### src/rtl/pps_pkg.sv
package pps_pkg;
  typedef enum logic [2:0] {
    ST_IDLE,
    ST_WAIT,
    ST_ON,
    ST_RUN,
    ST_HOLD,
    ST_FAULT
  } pps_state_e;

  typedef enum logic [1:0] {
    FLT_NONE,
    FLT_UV,
    FLT_FS,
    FLT_OC
  } pps_fault_e;
endpackage

### src/rtl/pps_glitch_filter.sv
module pps_glitch_filter #(
  parameter int unsigned CYC     = 4,
  parameter bit          RST_VAL = 1'b0
) (
  input  logic clk,
  input  logic rst_n,
  input  logic d,
  output logic q
);
  localparam int unsigned CW = (CYC < 2) ? 1 : $clog2(CYC);

  logic [CW-1:0] run_cnt;

  always_ff @(posedge clk or negedge rst_n) begin
    if (!rst_n) begin
      q       <= RST_VAL;
      run_cnt <= '0;
    end else if (d == q) begin
      run_cnt <= '0;
    end else if (run_cnt == CW'(CYC - 1)) begin
      q       <= d;
      run_cnt <= '0;
    end else begin
      run_cnt <= run_cnt + CW'(1);
    end
  end

  // the filtered level only moves toward the level just sampled
  p_flip_follows_input_r1: assert property (@(posedge clk) disable iff (!rst_n)
    (q != $past(q)) |-> (q == $past(d)));
endmodule

### src/rtl/pps_ms_window.sv
module pps_ms_window #(
  parameter int unsigned LIMIT = 600
) (
  input  logic clk,
  input  logic rst_n,
  input  logic run,
  input  logic tick,
  output logic expired
);
  localparam int unsigned W = $clog2(LIMIT + 1);

  logic [W-1:0] ms_cnt;

  always_ff @(posedge clk or negedge rst_n) begin
    if (!rst_n) begin
      ms_cnt <= '0;
    end else if (!run) begin
      ms_cnt <= '0;
    end else if (tick && (ms_cnt != W'(LIMIT))) begin
      ms_cnt <= ms_cnt + W'(1);
    end
  end

  assign expired = (ms_cnt == W'(LIMIT));

  // a window can only end on a millisecond tick while it is running
  p_expiry_on_tick_r3: assert property (@(posedge clk) disable iff (!rst_n)
    $rose(expired) |-> ($past(tick) && $past(run)));
endmodule

### src/rtl/pps_ctrl.sv
module pps_ctrl
  import pps_pkg::*;
(
  input  logic clk,
  input  logic rst_n,
  input  logic attached,
  input  logic gd_ok,
  input  logic uv,
  input  logic bus_ok,
  input  logic oc,
  input  logic clr,
  input  logic attach_exp,
  input  logic bus_exp,
  output logic attach_run,
  output logic bus_run,
  output logic gate_en,
  output logic hr_req,
  output logic flt_uv,
  output logic flt_fs,
  output logic flt_oc
);
  pps_state_e st_q, st_d;
  pps_fault_e flt_q, flt_d;
  logic       hr_d;

  always_comb begin
    st_d  = st_q;
    flt_d = flt_q;
    hr_d  = 1'b0;
    unique case (st_q)
      ST_IDLE: if (attached) st_d = ST_WAIT;
      ST_WAIT: begin
        if (!attached) st_d = ST_IDLE;
        else if (gd_ok && !uv && !oc) st_d = ST_ON;
        else if (attach_exp && !gd_ok) begin
          st_d = ST_HOLD;
          hr_d = 1'b1;
        end else if (attach_exp && uv) begin
          st_d  = ST_FAULT;
          flt_d = FLT_UV;
        end
      end
      ST_ON: begin
        if (!attached) st_d = ST_IDLE;
        else if (!gd_ok) st_d = ST_WAIT;
        else if (oc) begin
          st_d  = ST_FAULT;
          flt_d = FLT_OC;
        end else if (bus_ok) st_d = ST_RUN;
        else if (bus_exp) begin
          st_d  = ST_FAULT;
          flt_d = FLT_FS;
        end
      end
      ST_RUN: begin
        if (!attached) st_d = ST_IDLE;
        else if (!gd_ok) st_d = ST_WAIT;
        else if (oc) begin
          st_d  = ST_FAULT;
          flt_d = FLT_OC;
        end
      end
      ST_HOLD: if (!attached) st_d = ST_IDLE;
      ST_FAULT: if (clr) begin
        st_d  = ST_IDLE;
        flt_d = FLT_NONE;
      end
      default: st_d = ST_IDLE;
    endcase
  end

  always_ff @(posedge clk or negedge rst_n) begin
    if (!rst_n) begin
      st_q   <= ST_IDLE;
      flt_q  <= FLT_NONE;
      hr_req <= 1'b0;
    end else begin
      st_q   <= st_d;
      flt_q  <= flt_d;
      hr_req <= hr_d;
    end
  end

  assign attach_run = (st_q == ST_WAIT);
  assign bus_run    = (st_q == ST_ON);
  assign gate_en    = (st_q == ST_ON) || (st_q == ST_RUN);
  assign flt_uv     = (flt_q == FLT_UV);
  assign flt_fs     = (flt_q == FLT_FS);
  assign flt_oc     = (flt_q == FLT_OC);

  // a qualified gate-disable removes the gate on the next cycle
  p_gd_override_r2: assert property (@(posedge clk) disable iff (!rst_n)
    !gd_ok |=> !gate_en);
  // the hard-reset request lasts one cycle
  p_hr_single_r3: assert property (@(posedge clk) disable iff (!rst_n)
    hr_req |=> !hr_req);
  // overcurrent while conducting turns the gate off
  p_oc_trip_r7: assert property (@(posedge clk) disable iff (!rst_n)
    (oc && gate_en) |=> !gate_en);
  // detach outside a fault leaves the gate off
  p_detach_off_r8: assert property (@(posedge clk) disable iff (!rst_n)
    !attached |=> !gate_en);
  // fault flags exclusive and gate off under a fault
  p_flags_onehot_r9: assert property (@(posedge clk) disable iff (!rst_n)
    $onehot0({flt_uv, flt_fs, flt_oc}));
  p_no_gate_in_fault_r9: assert property (@(posedge clk) disable iff (!rst_n)
    (flt_uv || flt_fs || flt_oc) |-> !gate_en);
endmodule

### src/rtl/pwr_path_supervisor.sv
module pwr_path_supervisor #(
  parameter int unsigned GD_DGL    = 4,
  parameter int unsigned OC_DGL    = 3,
  parameter int unsigned ATTACH_MS = 600,
  parameter int unsigned BUS_MS    = 190
) (
  input  logic clk,
  input  logic rst_n,
  input  logic ms_tick,
  input  logic sink_attached,
  input  logic gate_dis_n,
  input  logic supply_uv,
  input  logic bus_good,
  input  logic overcurrent,
  input  logic fault_clear,
  output logic gate_en,
  output logic hard_reset_req,
  output logic fault_uv,
  output logic fault_fast_shdn,
  output logic fault_oc
);
  logic gd_ok, oc_f;
  logic attach_run, bus_run, attach_exp, bus_exp;

  pps_glitch_filter #(.CYC(GD_DGL), .RST_VAL(1'b1)) u_gd_filt (
    .clk(clk), .rst_n(rst_n), .d(gate_dis_n), .q(gd_ok));

  pps_glitch_filter #(.CYC(OC_DGL), .RST_VAL(1'b0)) u_oc_filt (
    .clk(clk), .rst_n(rst_n), .d(overcurrent), .q(oc_f));

  pps_ms_window #(.LIMIT(ATTACH_MS)) u_attach_win (
    .clk(clk), .rst_n(rst_n), .run(attach_run), .tick(ms_tick), .expired(attach_exp));

  pps_ms_window #(.LIMIT(BUS_MS)) u_bus_win (
    .clk(clk), .rst_n(rst_n), .run(bus_run), .tick(ms_tick), .expired(bus_exp));

  pps_ctrl u_ctrl (
    .clk(clk), .rst_n(rst_n),
    .attached(sink_attached), .gd_ok(gd_ok), .uv(supply_uv), .bus_ok(bus_good),
    .oc(oc_f), .clr(fault_clear), .attach_exp(attach_exp), .bus_exp(bus_exp),
    .attach_run(attach_run), .bus_run(bus_run), .gate_en(gate_en),
    .hr_req(hard_reset_req), .flt_uv(fault_uv), .flt_fs(fault_fast_shdn), .flt_oc(fault_oc));
endmodule

### config.mk
export PLATFORM = sky130hd
export DESIGN_NAME = pwr_path_supervisor
export DESIGN_NICKNAME = d
export VERILOG_FILES = /design/src/rtl/pps_pkg.sv /design/src/rtl/pps_glitch_filter.sv /design/src/rtl/pps_ms_window.sv /design/src/rtl/pps_ctrl.sv /design/src/rtl/pwr_path_supervisor.sv
export SDC_FILE = /design/constraint.sdc
export NUM_CORES = 1
export LEC_CHECK = 0
export BUFFER_PORTS_ARGS = -buffer_cell sky130_fd_sc_hd__buf_4
export CELL_PAD_IN_SITES_DETAIL_PLACEMENT = 1
export CELL_PAD_IN_SITES_GLOBAL_PLACEMENT = 1
export CORE_UTILIZATION = 46
export CTS_CLUSTER_DIAMETER = 100
export CTS_CLUSTER_SIZE = 24
export DETAILED_ROUTE_END_ITERATION = 6
export HOLD_SLACK_MARGIN = 0.1
export PLACE_DENSITY_LB_ADDON = 0.15
export SYNTH_ARGS = -nofsm -noshare
export SYNTH_HDL_FRONTEND = slang
export SYNTH_SLANG_ARGS = --single-unit
### constraint.sdc
create_clock -name clk -period 2.15 [get_ports clk]
set_input_delay 0.3225 -clock clk [delete_from_list [all_inputs] [get_ports clk]]
set_output_delay 0.3225 -clock clk [all_outputs]
set_load 0.05 [all_outputs]
==> flow_metrics.py, run 1 <==
metrics = {
    "synthesis": {
        "synthDistinctLibCells": 41,
        "synth.avg_cell_area_um2": 9.71,
        "synth_nets": 186,
        "async_reset_ff_share_pct": 100,
        "yosysSeqAreaShare_pct": 45.0,
        "synthCells": 172,
        "ys_seq_elements": 30,
        "synth.cell_area_um2": 1670,
        "synth_warnings": 0,
        "synthFlopType": "dfrtp_1",
        "synth_edf_count": 0,
    },
    "final_layout": {
        "fin_nets": 203,
        "drive_above_1_share_pct": 15.8,
        "final_common_cell": "dfrtp_1",
        "final_util_pct": 54.7,
        "antenna_cells": 0,
        "layout_common_cells": "dfrtp_1 (29), nor2_1 (18), nand2_1 (14), buf_4 (14), a21oi_1 (10)",
        "area_growth_pct": 11.8,
        "multi_input_area_um2": 865,
        "ff_latch_area_um2": 752,
        "instances_no_fill": 236,
        "fillers": 401,
    },
    "critical_path": {
        "r2r_setup_slack_ns": 0.23,
        "rr_startpoint": "u_ctrl.st_q[2]",
        "endpoint_kind": "flop",
        "crit_slowest_cell": "dfrtp_1",
        "crit_chain": "nor4b_2 > and3b_1 > a21oi_1 > o221ai_2 > mux2_1",
        "critPathTopFamily": "simple AND/OR/NAND/NOR gates",
        "reg2regPathDepth": 5,
        "path_max_fanout": 13,
        "path_class": "reg2reg",
        "arrival_ns": 2.14,
        "cp_num_buf_inv": 0,
        "required_ns": 2.37,
        "slowest_delay_ns": 0.54,
        "worstReg2RegEnd": "u_ctrl.st_q[0]",
        "start_kind": "flop",
    },
    "cts": {
        "clock_tree.buffer_depth": 2,
        "clock-root-buffer": "clkbuf_4",
        "cts-buffers-inserted": 5,
        "cts_resized": 0,
        "cts-htree-levels": 2,
        "insertion_delay_ns": 0.33,
        "clk_pin_slew_worst_paths_ns": 0.09,
        "cts_tree": "built",
        "clock-sinks": 30,
    },
    "place": {
        "place_congestion": 0.770,
        "hpwl_mm": 2.49,
        "dp_cells": 227,
        "numPortBuffers": 13,
    },
    "routing": {
        "dr.pass1.iters": 4,
        "ant_nets": 0,
        "via_count": 1270,
        "avgRoutedWirePerCell_um": 14.6,
        "drc_errors": 0,
        "drtIter0Drc": 34,
        "wl_mm": 3.45,
        "drt-vias-per-instance": 5.38,
    },
    "timing": {
        "drv_slew": 0,
        "rsz0062_at_grt": "false",
        "clock.fmax_mhz": 521,
        "slew_headroom_pct": 72.8,
        "tightest_slew_ns": 0.408,
        "clock_skew_ns": 0.00449,
        "finalCriticalPeriod_ns": 1.92,
        "tns_ns": 0,
        "fin_crit_sh_pct": 89.3,
        "hold_viol_final": 0,
        "setup_viol": 0,
    },
    "grt": {
        "grt_pass1_wl_mm": 6.09,
        "track_usage_pct": 20.5,
        "grt_overflow_total": 0,
        "grt_max_degree": 31,
        "grt_pass1_vias": 1326,
        "antenna_found_initial": 0,
    },
    "run_status": {
        "status": "finished clean",
    },
    "worst_hold_path": {
        "min_from": "overcurrent",
        "min_to": "u_oc_filt.q",
        "whs_path_depth": 2,
        "hp-class": "in2reg",
    },
    "floorplanning": {
        "die-area_um2": 3880,
        "ios": 14,
        "die_h_um": 62.3,
        "start_util_pct": 48.9,
        "rows": 21,
        "core_area_um2": 3420,
        "die-width_um": 62.3,
    },
    "power_and_ir_drop": {
        "ir_drop_uv": 700,
        "power_w": 0.00170,
        "leakage_nw": 0.813,
        "power.density_nw_per_um2": 909,
    },
    "run": {
        "maxCapViolCount": 0,
    },
}
==> state kept, by name, indices dropped and copies added, names as in the netlist, 2 cells and up <==
name and cells:
u_attach_win.ms_cnt 10, u_bus_win.ms_cnt 8, u_ctrl.flt_q 2, u_ctrl.st_q 3, u_gd_filt.run_cnt 2, u_oc_filt.run_cnt 2
==> layer usage <==
layer / global-route usage (%) / wire length (µm) / share of wire [%] / up-vias
li1: - / - / - / 624
met1: 23.7 / 1510 / 44 / 628
met2: 36.0 / 1810 / 52 / 14
met3: 6.25 / 93 / 2.7 / 4
met4: 6.98 / 38 / 1.1 / 0
met5: 0 / 0 / 0 / -
==> power breakdown <==
part	switching, W	internal (W)
Combinational	0.000304	0.000258
Sequential	0.000156	0.000667
Clock	0.000184	0.000130
Total	0.000644	0.00106
==> what timing repair did <==
item,CTS,global route
hold buffers,1,0
buffers inserted,0,0
setup endpoints to repair,0,0
endpoints found under the hold margin,29,0
==> area by class of cell <==
| type | instances | area share (%) |
|---|---|---|
| Timing Repair Buffer | 15 | 6.16 |
| Tap cell | 46 | 3.08 |
| Sequential cell | 30 | 40.3 |
| Clock buffer | 8 | 2.61 |
| Multi-Input combinational cell | 129 | 46.3 |
| Inverter | 8 | 1.61 |
==> per-stage QoR <==
step | setup WS, ns | hold WS [ns] | area, µm²
final | 0.230 | 0.243 | 1870
after global routing | 0.115 | 0.230 | 1870
after CTS | 0.240 | 0.227 | 1870
after detailed placement | 0.253 | 0.271 | 1810
after global placement | 0.366 | 0.269 | 1810
after floorplan | 0.506 | 0.0269 | 1670
==> worst max-delay path by stage <==
stage | slack [ns] | end | startpoint | depth (start not counted)
after floorplan | 0.51 | u_ctrl.st_q[0] | u_bus_win.ms_cnt[0] | 7
after global placement | 0.37 | u_ctrl.st_q[0] | u_ctrl.st_q[2] | 5
after detailed placement | 0.25 | u_ctrl.st_q[0] | u_ctrl.st_q[2] | 5
after CTS | 0.24 | u_ctrl.st_q[0] | u_ctrl.st_q[2] | 5
after global routing | 0.11 | u_ctrl.st_q[0] | u_ctrl.st_q[2] | 5
final | 0.23 | u_ctrl.st_q[0] | u_ctrl.st_q[2] | 5
==> cells in the mapped netlist (all sizes together), types with 2 or more instances <==
library cell	count	area [µm²]
buf	4	20.0
a21oi	12	67.6
nand2b	6	37.5
mux2	6	67.6
nand3	6	30.0
nand2	14	52.6
o22ai	2	12.5
o21ai	5	25.0
or3	3	18.8
inv	8	30.0
dfrtp	29	726
nor3	5	30.0
nor3b	2	15.0
xor2	9	78.8
nor2	18	67.6
nor2b	7	43.8
xnor2	6	52.6
nand4	5	46.3
ha	5	62.6
and3	5	32.5
==> cell families after synthesis <==
group	count (synthesis)	share of synthesized area, %
and+or+nand+nor	77	25.7
DFF	30	45.0
AOI/OAI and AO/OA	26	10.4
xor gates and xnor gates	15	7.87
buffers and inverters	13	3.22
muxes	6	4.04
adders and majority gates	5	3.75
(Power assumes the default switching activity.)
==> run 2: changes to the inputs <==
Settings changed: CORE_ASPECT_RATIO from default to 1.1.
==> flow_metrics.py, run 2 (same netlist as run 1, synthesis figures left out) <==
metrics = {
    "timing": {
        "finalCriticalPeriod_ns": 1.91,
        "rsz0062_at_grt": "false",
        "fin_crit_sh_pct": 88.8,
        "tns_ns": 0,
        "hold_viol_final": 0,
        "tightest_slew_ns": 0.393,
        "slew_headroom_pct": 73.8,
        "clock.fmax_mhz": 524,
        "drv_slew": 0,
        "clock_skew_ns": 0.00778,
        "setup_viol": 0,
    },
    "floorplanning": {
        "die-width_um": 59.5,
        "die-area_um2": 3880,
        "rows": 22,
        "start_util_pct": 48.9,
        "die_h_um": 65.2,
        "core_area_um2": 3410,
        "ios": 14,
    },
    "run_status": {
        "status": "finished clean",
    },
    "place": {
        "place_congestion": 0.836,
        "hpwl_mm": 2.67,
        "numPortBuffers": 13,
    },
    "critical_path": {
        "start_kind": "flop",
        "slowest_delay_ns": 0.53,
        "arrival_ns": 2.13,
        "rr_startpoint": "u_ctrl.st_q[0]",
        "required_ns": 2.37,
        "endpoint_kind": "flop",
        "r2r_setup_slack_ns": 0.24,
        "worstReg2RegEnd": "u_ctrl.st_q[0]",
        "path_class": "reg2reg",
        "path_max_fanout": 12,
        "crit_start": "u_ctrl.st_q[0]",
        "reg2regPathDepth": 5,
        "crit_chain": "nor4b_2 > and3b_1 > a21oi_1 > o221ai_2 > mux2_1",
        "crit_slowest_cell": "dfrtp_1",
    },
    "worst_hold_path": {
        "min_from": "overcurrent",
        "hp-class": "in2reg",
        "whs_path_depth": 2,
        "min_to": "u_oc_filt.q",
    },
    "routing": {
        "drt-vias-per-instance": 5.34,
        "dr.pass1.iters": 4,
        "drtIter0Drc": 43,
        "wl_mm": 3.64,
        "via_count": 1276,
        "ant_nets": 0,
        "drc_errors": 0,
        "avgRoutedWirePerCell_um": 15.2,
    },
    "final_layout": {
        "fin_nets": 204,
        "final_util_pct": 55.5,
        "multi_input_area_um2": 865,
        "regMostFlops": "u_attach_win.ms_cnt",
        "final_common_cell": "dfrtp_1",
        "antenna_cells": 0,
        "layout_common_cells": "dfrtp_1 (29), nor2_1 (18), buf_4 (15), nand2_1 (14), a21oi_1 (10)",
        "ff_latch_area_um2": 752,
        "top_regs": "u_attach_win.ms_cnt: 10 flops, u_bus_win.ms_cnt: 8 flops, u_ctrl.st_q: 3 flops",
        "drive_above_1_share_pct": 17.8,
        "largest_reg_flops": 10,
        "area_growth_pct": 13.3,
        "fillers": 426,
    },
    "cts": {
        "clock-root-buffer": "clkbuf_4",
        "insertion_delay_ns": 0.33,
        "cts-buffers-inserted": 5,
        "cts_post_setup_buffers_inserted": 0,
        "clk_pin_slew_worst_paths_ns": 0.10,
        "clock-sinks": 30,
        "cts_tree": "built",
        "cts-htree-levels": 2,
        "clock_tree.buffer_depth": 2,
    },
    "power_and_ir_drop": {
        "power_w": 0.00177,
        "leakage_nw": 0.826,
        "power.density_nw_per_um2": 936,
        "ir_drop_uv": 579,
    },
    "run": {
        "maxCapViolCount": 0,
    },
    "grt": {
        "antenna_found_initial": 0,
        "grt_overflow_total": 0,
        "grt_pass1_wl_mm": 6.22,
        "grt_pass1_vias": 1381,
        "grt_max_degree": 31,
        "track_usage_pct": 21.7,
    },
}
## run 2: metrics by stage
step / worst slack (ns) / cells / hold WS (ns) / area, µm²
finish: 0.240 / 239 / 0.241 / 1890
global route: 0.126 / 239 / 0.226 / 1890
CTS: 0.242 / 239 / 0.224 / 1890
detailed placement: 0.268 / 230 / 0.277 / 1820
global placement: 0.334 / 230 / 0.267 / 1820
floorplan: 0.506 / 172 / 0.0269 / 1670
## run 2: critical path, delay by kind of cell (launching register included)
family          cells  cell delay [ns]
compound gates      2             0.29
flops               1             0.53
mux                 1             0.34
simple gates        2             0.63
## run 2: repair_timing
action / 4_1_cts / 5_1_grt
hold buffers: 1 / 0
endpoints found under the hold margin: 29 / 0
resized for setup: 0 / 0
endpoints found under the setup margin: 0 / 0
## run 2: worst max-delay path by stage
stage	endpoint	cells after the start	slack, ns
2_1_floorplan	u_ctrl.st_q[0]	7	0.51
3_3_place_gp	u_ctrl.st_q[0]	5	0.33
3_5_place_dp	u_ctrl.st_q[0]	5	0.27
4_1_cts	u_ctrl.st_q[0]	5	0.24
5_1_grt	u_ctrl.st_q[2]	5	0.13
6_report	u_ctrl.st_q[0]	5	0.24
## run 2: routing by layer
metal  vias to the layer above  part of all wire, %  GRT usage, %
li1                        626                    -             -
met5                         -                    0             0
met3                         9                  3.1          5.91
met1                       620                   44          25.5
met4                         0                  2.3          8.33
met2                        21                   51          36.9
## run 2: final cells by class
type,count,share of cell area [%]
Sequential cell,30,39.7
Clock buffer,6,2.71
Multi-Input combinational cell,129,45.7
Clock inverter,2,0.661
Timing Repair Buffer,16,6.48
Inverter,8,1.59
Tap cell,48,3.17
## run 2: where the power goes
group          internal (W)  leakage [nW]  switching [W]  total (W)
combinational      0.000267         0.391       0.000322   0.000588
clock              0.000157        0.0343       0.000210   0.000367
sequential         0.000667         0.401       0.000150   0.000817
==> run 3: changes to the inputs <==
Settings changed: BUFFER_PORTS_ARGS -buffer_cell sky130_fd_sc_hd__buf_4 to default, CORE_UTILIZATION 46 to 33, DONT_BUFFER_PORTS from default to 1.
==> flow_metrics.py, run 3 (same netlist as run 1, synthesis figures left out) <==
metrics = {
    "final_layout": {
        "largest_reg_flops": 10,
        "instances_no_fill": 239,
        "fin_nets": 196,
        "final_common_cell": "dfrtp_1",
        "regMostFlops": "u_attach_win.ms_cnt",
        "antenna_cells": 0,
        "top_regs": "u_attach_win.ms_cnt: 10 flops, u_bus_win.ms_cnt: 8 flops, u_ctrl.st_q: 3 flops",
        "drive_above_1_share_pct": 14.2,
        "area_growth_pct": 13.9,
        "layout_common_cells": "dfrtp_1 (29), nor2_1 (18), nand2_1 (14), a21oi_1 (10), xor2_1 (9)",
    },
    "timing": {
        "drv_slew": 0,
        "setup_viol": 0,
        "fin_crit_sh_pct": 87.4,
        "clock_skew_ns": 0.00684,
        "slew_headroom_pct": 67.3,
        "hold_viol_final": 0,
        "clock.fmax_mhz": 532,
        "finalCriticalPeriod_ns": 1.88,
        "tns_ns": 0,
        "rsz0062_at_grt": "false",
        "tightest_slew_ns": 0.493,
    },
    "critical_path": {
        "worstReg2RegEnd": "u_ctrl.st_q[0]",
        "start_kind": "flop",
        "r2r_setup_slack_ns": 0.27,
        "path_class": "reg2reg",
        "path_max_fanout": 12,
        "rr_startpoint": "u_ctrl.st_q[0]",
        "reg2regPathDepth": 5,
        "arrival_ns": 2.03,
        "required_ns": 2.30,
        "endpoint_kind": "flop",
    },
    "cts": {
        "cts_tree": "built",
        "insertion_delay_ns": 0.28,
        "clock-sinks": 30,
        "cts-buffers-inserted": 5,
        "cts-htree-levels": 2,
        "clk_pin_slew_worst_paths_ns": 0.07,
        "cts_post_setup_buffers_inserted": 0,
        "clock_tree.buffer_depth": 2,
        "clock-root-buffer": "clkbuf_8",
    },
    "grt": {
        "grt_pass1_vias": 1409,
        "antenna_found_initial": 0,
        "track_usage_pct": 15.1,
        "grt_max_degree": 31,
        "grt_pass1_wl_mm": 6.44,
        "grt_overflow_total": 0,
    },
    "place": {
        "numPortBuffers": 0,
        "hpwl_mm": 2.78,
        "place_congestion": 0.858,
        "dp_cells": 229,
    },
    "power_and_ir_drop": {
        "p_sw_share_pct": 34.3,
        "combPwrFrac_pct": 29.8,
        "p_seq_share_pct": 42.7,
        "power.density_nw_per_um2": 1000,
        "clkPwrFrac_pct": 27.5,
        "p_int_w": 0.00125,
        "p_switching_w": 0.000652,
        "ir_drop_uv": 466,
        "leakage_nw": 0.814,
    },
    "worst_hold_path": {
        "min_to": "u_attach_win.ms_cnt[1]",
        "min_from": "ms_tick",
        "hp-class": "in2reg",
        "whs_path_depth": 2,
    },
    "floorplanning": {
        "die-area_um2": 5350,
        "rows": 26,
        "core_area_um2": 4750,
        "die-width_um": 69.8,
        "ios": 14,
        "die_h_um": 76.6,
        "start_util_pct": 35.2,
    },
    "run_status": {
        "status": "finished clean",
    },
    "run": {
        "maxCapViolCount": 0,
    },
    "routing": {
        "drt-vias-per-instance": 5.29,
        "avgRoutedWirePerCell_um": 15.1,
        "ant_nets": 0,
        "via_count": 1265,
        "drtIter0Drc": 23,
        "wl_mm": 3.61,
        "drc_errors": 0,
        "dr.pass1.iters": 4,
    },
}
## run 3: cell count changes in the layout (fill, tap and decap cells not counted)
| cell | change |
|---|---|
| clkbuf_8 | +7 |
| clkinvlp_4 | -1 |
| buf_12 | +1 |
| clkinv_2 | -1 |
| buf_4 | -9 |
| clkbuf_4 | -5 |
## run 3: metal layers
layer | wire [µm] | part of all wire (%) | vias up | track usage [%]
met4 | 46 | 1.3 | 0 | 6.20
met5 | 0 | 0 | - | 0
li1 | - | - | 611 | -
met1 | 1550 | 43 | 635 | 17.4
met3 | 90 | 2.5 | 5 | 2.78
met2 | 1920 | 53 | 14 | 27.0
## run 3: worst max-delay path by stage
stage | start | end | slack [ns]
floorplan | u_bus_win.ms_cnt[0] | u_ctrl.st_q[0] | 0.51
CTS | u_ctrl.st_q[0] | u_ctrl.st_q[0] | 0.27
finish | u_ctrl.st_q[0] | u_ctrl.st_q[0] | 0.27
detailed placement | u_ctrl.st_q[0] | u_ctrl.st_q[0] | 0.28
global placement | u_ctrl.st_q[0] | u_ctrl.st_q[0] | 0.35
global route | u_ctrl.st_q[0] | u_ctrl.st_q[0] | 0.18
## run 3: area by class of cell
type	instances	area, µm²
clock buffers	8	110
fillers	554	2850
inverters	8	30.0
multi-input cells	129	865
flip-flops and latches	30	752
well taps	56	70.1
repair buffers	8	75.1
## run 3: power groups by stage
stage               clock network [W]  registers (W)  logic (W)
finish                       0.000523       0.000812   0.000568
global route                 0.000567       0.000829   0.000635
CTS                          0.000548       0.000811   0.000582
detailed placement                  0       0.000821   0.000561
global placement                    0       0.000812   0.000542
floorplan                           0       0.000736   0.000496
## run 3: through the flow
stage / total power, W / setup WS [ns] / area (µm²) / utilization [%] / hold WS, ns
final: 0.00190 / 0.271 / 1900 / 40.0 / 0.197
after global routing: 0.00203 / 0.179 / 1900 / 40.0 / 0.191
after CTS: 0.00194 / 0.268 / 1900 / 40.0 / 0.185
after detailed placement: 0.00138 / 0.277 / 1760 / 37.1 / 0.0277
after global placement: 0.00135 / 0.350 / 1760 / 37.1 / 0.0276
after floorplan: 0.00123 / 0.506 / 1670 / - / 0.0269
## run 3: worst max-delay path, cell delays in order (launching register included)
cell      delay (ns)
dfrtp_1         0.57
and2b_1         0.20
nand2b_1        0.07
a311o_1         0.38
o221ai_2        0.19
mux2_1          0.35
## run 3: repair_timing
item                                    4_1_cts  5_1_grt
endpoints found under the setup margin        0        0
hold buffers                                  2        0
hold endpoints to repair                     30        0
gates resized for setup                       0        0
